`src/rtl/flashSeqPkg.sv`:
```
package flashSeqPkg;
  localparam int CTRL_START = 7;
  localparam int CTRL_STOP  = 6;
  localparam int CMD_W      = 3;

  typedef enum logic [CMD_W-1:0] {
    CMD_NONE  = 3'b000,
    CMD_PROG  = 3'b001,
    CMD_BLANK = 3'b010,
    CMD_ERASE = 3'b100
  } cmdE;

  typedef struct packed {
    logic load;
    logic advance;
    logic capCur;
    logic capBase;
    logic wipe;
  } strobeT;
endpackage

```
`src/rtl/flashSeqPath.sv`:
```
module flashSeqPath
  import flashSeqPkg::*;
#(
  parameter int HI_W = 4,
  parameter int LO_W = 16,
  parameter int WORD_BYTES = 4
) (
  input  logic                 clk,
  input  logic                 rstN,
  input  strobeT               stb,
  input  logic [HI_W-1:0]      startHi,
  input  logic [LO_W-1:0]      startLo,
  input  logic [HI_W-1:0]      endHi,
  input  logic [LO_W-1:0]      endLo,
  output logic [HI_W+LO_W-1:0] curAddr,
  output logic                 atEnd,
  output logic [HI_W+LO_W-1:0] monAddr
);
  localparam int ADDR_W = HI_W + LO_W;
  localparam int ALIGN  = $clog2(WORD_BYTES);
  localparam logic [ADDR_W-1:0] STEP = ADDR_W'(WORD_BYTES);

  logic [ADDR_W-1:0] alignedStart, alignedEnd, endWord, baseWord;

  assign alignedStart = {startHi, startLo[LO_W-1:ALIGN], {ALIGN{1'b0}}};
  assign alignedEnd   = {endHi, endLo[LO_W-1:ALIGN], {ALIGN{1'b0}}};
  assign atEnd        = curAddr >= endWord;

  always_ff @(posedge clk or negedge rstN) begin
    if (!rstN) begin
      curAddr  <= '0;
      endWord  <= '0;
      baseWord <= '0;
      monAddr  <= '0;
    end else begin
      if (stb.load) begin
        curAddr  <= alignedStart;
        baseWord <= alignedStart;
        endWord  <= alignedEnd;
      end else if (stb.advance) begin
        curAddr <= curAddr + STEP;
      end
      if (stb.wipe)         monAddr <= '0;
      else if (stb.capCur)  monAddr <= curAddr;
      else if (stb.capBase) monAddr <= baseWord;
    end
  end
endmodule

```
`src/rtl/flashSeqCtrl.sv`:
```
module flashSeqCtrl
  import flashSeqPkg::*;
(
  input  logic             clk,
  input  logic             rstN,
  input  logic             flashRst,
  input  logic             ctrlWe,
  input  logic [7:0]       ctrlWdata,
  input  logic             memFail,
  input  logic             atEnd,
  output strobeT           stb,
  output logic             memReq,
  output logic [CMD_W-1:0] memCmd,
  output logic             rdy,
  output logic             errPrg,
  output logic             errBlank,
  output logic             errErase
);
  logic busy;
  cmdE  cmd;
  logic cmdOk, startNow, stopNow, access, failNow, doneNow;
  cmdE  reqCmd;

  assign reqCmd   = cmdE'(ctrlWdata[CMD_W-1:0]);
  assign cmdOk    = (reqCmd == CMD_PROG) || (reqCmd == CMD_BLANK) || (reqCmd == CMD_ERASE);
  assign startNow = !flashRst && !busy && !rdy && ctrlWe && ctrlWdata[CTRL_START] && cmdOk;
  assign stopNow  = !flashRst && busy && ctrlWe && ctrlWdata[CTRL_STOP];
  assign access   = !flashRst && busy && !stopNow;
  assign failNow  = access && memFail;
  assign doneNow  = access && !memFail && atEnd;

  always_comb begin
    stb         = '0;
    stb.load    = startNow;
    stb.advance = access && !memFail && !atEnd;
    stb.capCur  = stopNow || doneNow || (failNow && cmd != CMD_ERASE);
    stb.capBase = failNow && cmd == CMD_ERASE;
    stb.wipe    = flashRst;
  end

  assign memReq = access;
  assign memCmd = cmd;

  always_ff @(posedge clk or negedge rstN) begin
    if (!rstN) begin
      busy     <= 1'b0;
      cmd      <= CMD_NONE;
      rdy      <= 1'b0;
      errPrg   <= 1'b0;
      errBlank <= 1'b0;
      errErase <= 1'b0;
    end else if (flashRst) begin
      busy     <= 1'b0;
      rdy      <= 1'b0;
      errPrg   <= 1'b0;
      errBlank <= 1'b0;
      errErase <= 1'b0;
    end else if (startNow) begin
      busy     <= 1'b1;
      cmd      <= reqCmd;
      errPrg   <= 1'b0;
      errBlank <= 1'b0;
      errErase <= 1'b0;
    end else if (busy) begin
      if (stopNow || doneNow) begin
        busy <= 1'b0;
        rdy  <= 1'b1;
      end else if (failNow) begin
        busy     <= 1'b0;
        rdy      <= 1'b1;
        errPrg   <= cmd == CMD_PROG;
        errBlank <= cmd == CMD_BLANK;
        errErase <= cmd == CMD_ERASE;
      end
    end else if (ctrlWe && !ctrlWdata[CTRL_START]) begin
      rdy <= 1'b0;
    end
  end
endmodule

```
`src/rtl/flashCmdEngine.sv`:
```
module flashCmdEngine
  import flashSeqPkg::*;
#(
  parameter int HI_W = 4,
  parameter int LO_W = 16,
  parameter int WORD_BYTES = 4
) (
  input  logic                 clk,
  input  logic                 rstN,
  input  logic                 flashRst,
  input  logic                 ctrlWe,
  input  logic [7:0]           ctrlWdata,
  input  logic [HI_W-1:0]      startHi,
  input  logic [LO_W-1:0]      startLo,
  input  logic [HI_W-1:0]      endHi,
  input  logic [LO_W-1:0]      endLo,
  output logic                 memReq,
  output logic [HI_W+LO_W-1:0] memAddr,
  output logic [2:0]           memCmd,
  input  logic                 memFail,
  output logic                 rdy,
  output logic                 errPrg,
  output logic                 errBlank,
  output logic                 errErase,
  output logic [HI_W+LO_W-1:0] monAddr
);
  strobeT stb;
  logic   atEnd;

  flashSeqCtrl uCtrl (
    .clk(clk), .rstN(rstN), .flashRst(flashRst),
    .ctrlWe(ctrlWe), .ctrlWdata(ctrlWdata),
    .memFail(memFail), .atEnd(atEnd), .stb(stb),
    .memReq(memReq), .memCmd(memCmd), .rdy(rdy),
    .errPrg(errPrg), .errBlank(errBlank), .errErase(errErase)
  );

  flashSeqPath #(.HI_W(HI_W), .LO_W(LO_W), .WORD_BYTES(WORD_BYTES)) uPath (
    .clk(clk), .rstN(rstN), .stb(stb),
    .startHi(startHi), .startLo(startLo), .endHi(endHi), .endLo(endLo),
    .curAddr(memAddr), .atEnd(atEnd), .monAddr(monAddr)
  );
endmodule

```
`config.mk`:
```
export PLATFORM = sky130hd
export DESIGN_NAME = flashCmdEngine
export DESIGN_NICKNAME = d
export VERILOG_FILES = /design/src/rtl/flashSeqPkg.sv /design/src/rtl/flashSeqPath.sv /design/src/rtl/flashSeqCtrl.sv /design/src/rtl/flashCmdEngine.sv
export SDC_FILE = /design/constraint.sdc
export NUM_CORES = 1
export LEC_CHECK = 0
export BUFFER_PORTS_ARGS = -buffer_cell sky130_fd_sc_hd__buf_4
export CORE_ASPECT_RATIO = 1.5
export CORE_MARGIN = 5
export CORE_UTILIZATION = 40
export CTS_BUF_LIST = sky130_fd_sc_hd__clkbuf_4 sky130_fd_sc_hd__clkbuf_8 sky130_fd_sc_hd__clkbuf_16
export CTS_CLUSTER_DIAMETER = 200
export DETAILED_ROUTE_END_ITERATION = 8
export MAX_ROUTING_LAYER = met4
export PLACE_DENSITY = 0.64
export SYNTH_ARGS = -nofsm -noshare
export SYNTH_HDL_FRONTEND = slang
export SYNTH_HIERARCHICAL = 1
export SYNTH_SLANG_ARGS = --single-unit
```
`constraint.sdc`:
```
create_clock -name clk -period 2.7 [get_ports clk]
set_input_delay 0.27 -clock clk [delete_from_list [all_inputs] [get_ports clk]]
set_output_delay 0.27 -clock clk [all_outputs]
set_load 0.05 [all_outputs]
```
==> qor_table.md, run 1 <==
| Item | Value | Unit |
|:---|:---|:---|
| Final Slew Violations | 0 | - |
| Setup repair after global routing missed its margin | yes | - |
| Number of buffers added by the clock tree synthesis step | 9 | - |
| Detail-routed via count per cell | 5.13 | - |
| Drt total wl | 12500 | um |
| Number of vias in the routed layout | 3635 | - |
| Ordered list of cells on the worst path | ha_1 > a21oi_1 > o21ai_1 > a221oi_2 > o21ai_2 > nor2_2 > and3_4 > nand3_4 > nor3_4 > buf_4 > nand2_2 > xor2_1 > o21ai_1 | - |
| Cell count after synthesis | 441 | - |
| Full die area | 0.0127 | sq mm |
| Cell area after layout | 0.00593 | sq mm |
| Final setup skew | 0.00379 | ns |
| Worst endpoint required time | 2.91 | ns |
| Ant. Diodes | 0 | - |
| Total Negative Setup Slacks | -0.0839 | ns |
| Source-to-sink clock delay at the later pin of the worst-skew pair | 0.34 | ns |
| Crit path arrival time | 2.95 | ns |
| Final setup margin | -0.0384 | ns |
| TritonCTS clock tree | yes | - |
| Core occupancy in the finished layout | 0.582 | - |
| Critical-path maximum fanout | 4 | - |
| Transition at the pin with the smallest max-transition slack | 0.794 | ns |
| CP max stage delay | 0.41 | ns |
| Path category of the worst min-delay check | in -> async | - |
| Starting density of the core | 0.411 | - |
| Overflow left after global routing | 0 | - |
| Maximum number of pins on one net before global-route repair | 61 | - |
| Global-route usage over all layers | 0.190 | - |
| Max_slew headroom | 0.471 | - |
| Layout overhead on the synthesized area | 41.8 | % |
| Number of distinct library cell variants in the gate-level netlist after synthesis | 44 | - |
| Detailed-router iteration count before antenna repair | 4 | - |
| Cell repeated most along the worst path | o21ai_1 | - |
| Number of antenna violations at the first check in global routing | 0 | - |
| DP Area | 0.00522 | sq mm |
| Share of async-settable or async-resettable flops after synthesis | 1.00 | - |
| Final hold violation count | 0 | - |
| Max Clock Freq | 365 | MHz |
| Setup Crit Path Kind | reg -> reg | - |
| Max Buffers Root-to-Sink | 2 | - |
| Flip-flop cell with the highest count after synthesis | dfrtp_1 | - |
| H-tree depth | 3 | - |
| Row count | 45 | - |
| Die Y | 135 | um |
| Kind of start point of the critical path | register | - |
| Via count of the first global-routing pass | 3517 | - |
| Result of the run | finished, violations left | - |
| Static Leak | 2.73 | nW |
| Period utilization | 1.01 | - |
| Number of maximum-capacitance violations | 0 | - |
| Clk sinks | 81 | - |
| First-pass GRT wire length | 17900 | um |
| CTS Root Buffer Type | clkbuf_16 | - |
| Shortest clock period the worst path allows after layout | 2.74 | ns |
| Reg2Reg Depth | 13 | - |
| Post-layout net count | 634 | - |
| Average size of a mapped cell | 9.49 | sq um |
| Number of I/O pins | 101 | - |
| Crit path max-delay cell type | dfrtp_2 | - |
| Drc violations | 0 | - |
| Final weighted congestion of routability-driven global placement | 0.811 | - |
| Input/output buffers | 91 | - |
| Remaining antenna violation count after routing | 0 | - |
| Register area share after synthesis | 0.484 | - |
| Setup crit end kind | register | - |
| Die width | 93.5 | um |
| Total half-perimeter wirelength after legalization and detailed placement | 8240 | um |
| Number of flops mapped to enable cells by yosys | 0 | - |
| Clock Pin Slew Worst Setup and Hold Paths | 0.06 | ns |
| Worst ir drop on vdd | 0.000408 | V |
| Number of synthesized register bits | 81 | - |
| Final setup violating endpoints | 9 | - |
| Routed wire length per instance | 17.6 | um |
| Core Box Area | 0.0102 | sq mm |
| Worst reg-to-reg setup slack | -0.04 | ns |
| Violated checks | setup timing | - |
| Ys Warns | 6 | - |
| Reg-to-reg critical path startpoint | uPath/curAddr[13] | - |
| Iter 0 DRT Violations | 175 | - |
| Cell Area, Synth | 0.00419 | sq mm |
| Fraction of layout cells with a size suffix above 1 | 0.381 | - |
| Worst flop-to-flop path endpoint | uPath/curAddr[17] | - |
| Power per standard cell area | 788 | mW/mm^2 |
## worst max-delay path, delay by kind of cell, from the launching register on
kind	cells	cell delay, ns
AOI/OAI and AO/OA	5	0.80
DFF	1	0.41
and+or+nand+nor	5	0.77
xor gates and xnor gates	1	0.15
buffers and inverters	1	0.17
adders and majority gates	1	0.31
## cells by family after synthesis
family,synth area share
AND/OR/NAND/NOR,0.162
AO/OA/AOI/OAI,0.146
flip-flops,0.484
buffers and inverters,0.0694
adder cells (fa/ha/maj),0.0568
XOR/XNOR,0.0377
multiplexers,0.0433
other,0.000896
## flip-flops by register name, indices dropped and copies added, names as in the netlist
register        count
uCtrl/errErase      1
uCtrl/busy          1
uCtrl/errPrg        1
uCtrl/rdy           1
uCtrl/memCmd        3
uPath/monAddr      19
uPath/endWord      18
uPath/baseWord     18
uPath/curAddr      18
uCtrl/errBlank      1
## worst max-delay path by stage
stage / from / endpoint / slack, ns / cells after the start
2_1_floorplan: uPath/curAddr[2] / uPath/curAddr[13] / -0.06 / 15
3_3_place_gp: uPath/curAddr[13] / uPath/curAddr[15] / -0.14 / 12
3_5_place_dp: uPath/curAddr[2] / uPath/curAddr[15] / -0.20 / 14
4_1_cts: uPath/curAddr[2] / uPath/curAddr[15] / 0.004 / 14
5_1_grt: uPath/curAddr[10] / uPath/monAddr[3] / -0.14 / 13
6_report: uPath/curAddr[13] / uPath/curAddr[17] / -0.04 / 13
## metrics by stage
stage | setup slack (ns) | hold WS [ns] | total power, mW | std cells
2_1_floorplan | -0.0570 | -0.0256 | 2.49 | 442
3_3_place_gp | -0.136 | 0.402 | 3.04 | 679
4_1_cts | 0.00375 | 0.0425 | 4.60 | 702
6_report | -0.0384 | 0.0184 | 4.67 | 708
5_1_grt | -0.138 | 0.0714 | 4.93 | 708
3_5_place_dp | -0.196 | 0.402 | 3.10 | 679
## cell usage after synthesis, types with 4 or more instances
cell type	count	area [sq um]
dfrtp_1	81	2030
nand2_1	49	184
o21ai_0	47	235
inv_1	39	146
nor2_1	39	146
a21oi_1	23	115
ha_1	19	238
mux2i_1	17	170
clkbuf_1	13	48.8
xor2_1	13	114
o21ai_1	9	45.0
nand4_1	8	50.1
nand3_1	7	35.0
o31ai_1	6	45.0
a211oi_1	5	37.5
buf_4	5	37.5
xnor2_1	5	43.8
a21o_1	4	30.0
a221oi_1	4	35.0
and3_1	4	25.0
nor3_1	4	20.0
nor3b_1	4	30.0
## metal layers
| metal | share of wire | up-vias | track usage |
|---|---|---|---|
| met1 | 0.39 | 1758 | 0.211 |
| met3 | 0.048 | 23 | 0.0311 |
| met2 | 0.54 | 116 | 0.332 |
| li1 | - | 1738 | - |
| met5 | 0 | - | - |
| met4 | 0.020 | 0 | 0.0831 |
## power breakdown
group / total (mW) / leakage, nW / switching [mW] / internal [mW]
registers: 1.63 / 1.00 / 0.161 / 1.47
logic: 1.68 / 1.56 / 0.993 / 0.688
clock network: 1.36 / 0.167 / 0.468 / 0.892
total: 4.67 / 2.73 / 1.62 / 3.05
## timing repair
item / in CTS / in global routing
endpoints found under the hold margin: 0 / 0
hold buffers: 0 / 0
pin swaps: 6 / 23
buffers inserted: 7 / 3
cloned: 0 / 6
gates resized for setup: 6 / 39
setup endpoints to repair: 13 / 32
## cell usage in the layout (no fill, tap or decap), types with 8 or more instances in the layout
master     netlist  routed
nand2_1         49      48
a21oi_1         23      11
o21ai_1          9      10
xor2_1          13      13
inv_1           39      38
dfrtp_1         81      65
a21oi_2          0      11
buf_4            5     125
clkbuf_16        0      12
o21ai_0         47      45
ha_1            19      13
dfrtp_2          0      15
nand4_1          8       8
mux2i_1         17      17
nor2_1          39      32
## cell type report
| type | count | area (sq um) |
|---|---|---|
| Multi-Input combinational cell | 297 | 2120 |
| Inverter | 39 | 149 |
| Clock inverter | 2 | 60.1 |
| Tap cell | 141 | 176 |
| Fill cell | 902 | 4260 |
| Sequential cell | 81 | 2050 |
| Timing Repair Buffer | 134 | 1110 |
| Clock buffer | 14 | 275 |
Power figures use the tool's default switching activity.
==> run 2: changes to the inputs <==
--- a/config.mk
+++ b/config.mk
@@ -8,12 +8,12 @@
 export BUFFER_PORTS_ARGS = -buffer_cell sky130_fd_sc_hd__buf_4
 export CORE_ASPECT_RATIO = 1.5
 export CORE_MARGIN = 5
-export CORE_UTILIZATION = 40
+export CORE_UTILIZATION = 38
 export CTS_BUF_LIST = sky130_fd_sc_hd__clkbuf_4 sky130_fd_sc_hd__clkbuf_8 sky130_fd_sc_hd__clkbuf_16
 export CTS_CLUSTER_DIAMETER = 200
 export DETAILED_ROUTE_END_ITERATION = 8
 export MAX_ROUTING_LAYER = met4
-export PLACE_DENSITY = 0.64
+export PLACE_DENSITY = 0.61
 export SYNTH_ARGS = -nofsm -noshare
 export SYNTH_HDL_FRONTEND = slang
 export SYNTH_HIERARCHICAL = 1
==> run 2 against run 1 <==
Effect of this change:
- the run still ends with setup timing left
- maximum frequency is 3.8% lower
- combinational power is 5% lower
- sequential cell count stayed put
- critical path depth is 2 higher
- sequential power hardly changed
- clock skew is 0.0043 ns higher
- largest power group is now registers
==> qor_table.md, run 2 (synthesis results as in run 1) <==
| Item | Value | Unit | vs previous |
|:---|:---|:---|:---|
| H-tree depth | 3 | - | unchanged |
| Max Clock Freq | 351 | MHz | -3.8% |
| Maximum number of pins on one net before global-route repair | 68 | - | +11% |
| Switching fraction of total power | 0.351 | - | +0.00387 |
| Worst flop-to-flop path endpoint | uPath/curAddr[15] | - |  |
| Final setup skew | 0.00808 | ns | +0.00429 ns |
| Setup repair after global routing missed its margin | yes | - |  |
| Core Box Area | 0.0109 | sq mm | +7.3% |
| Power per standard cell area | 777 | mW/mm^2 | -1.3% |
| Max_slew headroom | 0.430 | - | -0.0411 |
| Worst reg-to-reg setup slack | -0.15 | ns | -0.11 ns |
| Worst ir drop on vdd | 0.000353 | V | -14% |
| Detail-routed via count per cell | 5.04 | - | -1.8% |
| Final setup violating endpoints | 11 | - | +2 |
| Drc violations | 0 | - | unchanged |
| Critical-path maximum fanout | 4 | - | unchanged |
| Sequential group share of total power | 0.364 | - | +0.015 |
| First-pass GRT wire length | 18700 | um | +4.1% |
| Path category of the worst min-delay check | in -> async | - |  |
| Final hold violation count | 0 | - | unchanged |
| Remaining antenna violation count after routing | 0 | - | unchanged |
| Final setup margin | -0.145 | ns | -0.107 ns |
| Drt total wl | 11500 | um | -8.1% |
| DP Area | 0.00523 | sq mm | +0.14% |
| Static Leak | 2.70 | nW | -0.83% |
| Number of buffers added by the clock tree synthesis step | 9 | - | unchanged |
| Transition at the pin with the smallest max-transition slack | 0.855 | ns | +0.0617 ns |
| Violated checks | setup timing | - |  |
| Global-route usage over all layers | 0.186 | - | -0.00403 |
| Overflow left after global routing | 0 | - | unchanged |
| Result of the run | finished, violations left | - |  |
| Most common cell after layout, fill and taps aside | buf_4 | - |  |
| Die width | 95.7 | um | +2.3% |
| Source-to-sink clock delay at the later pin of the worst-skew pair | 0.33 | ns | about the same |
| Clock Pin Slew Worst Setup and Hold Paths | 0.06 | ns | about the same |
| Full die area | 0.0133 | sq mm | +4.8% |
| Die Y | 139 | um | +2.4% |
| Crit path arrival time | 3.10 | ns | +0.15 ns |
| Cell area after layout | 0.00571 | sq mm | -3.8% |
| Worst endpoint required time | 2.96 | ns | +0.05 ns |
| Kind of start point of the critical path | register | - |  |
| Commonest cells after routing, fill and taps aside | buf_4, dfrtp_1, nand2_1 | - |  |
| Number of antenna violations at the first check in global routing | 0 | - | unchanged |
| Setup Crit Path Kind | reg -> reg | - |  |
| Switching power total | 1.56 | mW | -4.0% |
| Post-layout net count | 631 | - | -0.47% |
| Final weighted congestion of routability-driven global placement | 0.842 | - | +3.8% |
| Clk sinks | 81 | - | unchanged |
| Shortest clock period the worst path allows after layout | 2.85 | ns | +0.107 ns |
| CTS Root Buffer Type | clkbuf_16 | - |  |
| Reg2Reg Depth | 15 | - | +2 |
| Int Power | 2.88 | mW | -5.7% |
| Layout overhead on the synthesized area | 36.4 | % |  |
| Number of I/O pins | 101 | - | unchanged |
| Routed wire length per instance | 16.1 | um | -8.4% |
| Period utilization | 1.05 | - | +0.0395 |
| TritonCTS clock tree | yes | - |  |
| Register with the most flip-flops | uPath/monAddr | - |  |
| Final Slew Violations | 0 | - | unchanged |
| Ant. Diodes | 0 | - | unchanged |
| Input/output buffers | 91 | - | unchanged |
| Total half-perimeter wirelength after legalization and detailed placement | 8150 | um | -1.0% |
| Max Buffers Root-to-Sink | 2 | - | unchanged |
| Row count | 47 | - | +4.4% |
| Logic gate share of total power | 0.360 | - | about the same |
| Detailed-router iteration count before antenna repair | 4 | - | unchanged |
| Clock share of power | 0.276 | - | -0.015 |
| Core occupancy in the finished layout | 0.522 | - | -0.0604 |
| Fraction of layout cells with a size suffix above 1 | 0.340 | - | -0.0405 |
| Via count of the first global-routing pass | 3755 | - | +6.8% |
| Setup crit end kind | register | - |  |
| Hold_ws | 0.0385 | ns | +0.0201 ns |
| Iter 0 DRT Violations | 167 | - | -4.6% |
| Reg-to-reg critical path startpoint | uPath/curAddr[2] | - |  |
| Starting density of the core | 0.383 | - | -0.0280 |
| Max reg flops | 19 | - | unchanged |
| Number of maximum-capacitance violations | 0 | - | unchanged |
| Number of vias in the routed layout | 3585 | - | -1.4% |
## run 2: worst max path at each step
stage                                 from                 to  slack, ns  depth (start not counted)
after floorplan           uPath/curAddr[2]  uPath/curAddr[13]      -0.06                         15
after detailed placement  uPath/curAddr[2]  uPath/curAddr[13]      -0.18                         14
final                     uPath/curAddr[2]  uPath/curAddr[15]      -0.15                         15
after global routing      uPath/curAddr[2]  uPath/curAddr[18]      -0.28                         15
after global placement    uPath/curAddr[2]  uPath/curAddr[13]      -0.09                         14
after CTS                 uPath/curAddr[2]          uCtrl/rdy     0.0002                         16
## run 2: through the flow
step | setup WS [ns] | setup TNS [ns] | power (mW) | std cells
5_1_grt | -0.284 | -4.79 | 4.71 | 711
6_report | -0.145 | -1.17 | 4.44 | 711
3_5_place_dp | -0.179 | -1.17 | 3.09 | 685
2_1_floorplan | -0.0570 | -0.0810 | 2.49 | 442
3_3_place_gp | -0.0942 | -0.397 | 3.04 | 685
4_1_cts | 0.000238 | 0 | 4.42 | 707
## run 2: timing repair
| action | in CTS | in global routing |
|---|---|---|
| hold buffers | 0 | 0 |
| resized for setup | 5 | 18 |
| setup buffers | 6 | 6 |
| endpoints found under the setup margin | 12 | 32 |
| pin swaps | 5 | 23 |
## run 2: power by group through the flow
stage	sequential, mW	clock (mW)	combinational (mW)
finish	1.62	1.22	1.60
global route	1.64	1.30	1.76
CTS	1.61	1.25	1.55
detailed placement	1.63	0	1.45
global placement	1.63	0	1.41
floorplan	1.97	0	0.519
## run 2: critical path, cell delays in order, from the launching register on
cell and delay [ns]:
dfrtp_4 0.49, inv_4 0.07, ha_4 0.19, nand2b_4 0.14, a211oi_2 0.24, nor3_1 0.09
nor3_1 0.19, o21ai_1 0.14, nor2_1 0.16, and3_4 0.26, nand3_4 0.09, nor3_4 0.19
buf_6 0.15, nand3_1 0.08, xor2_1 0.15, o21ai_1 0.13
## run 2: cell type report
type / count / area [sq um]
clock inverters: 3 / 42.5
multi-input cells: 297 / 2010
inverters: 39 / 149
well taps: 147 / 184
fillers: 1041 / 5230
clock buffers: 13 / 255
repair buffers: 131 / 1020
flip-flops and latches: 81 / 2050
## run 2: layer usage
layer | GRT usage | vias up | wire, um
li1 | - | 1729 | -
met1 | 0.213 | 1746 | 4460
met2 | 0.320 | 94 | 6230
met3 | 0.0391 | 16 | 558
met4 | 0.0577 | 0 | 237
met5 | - | - | 0
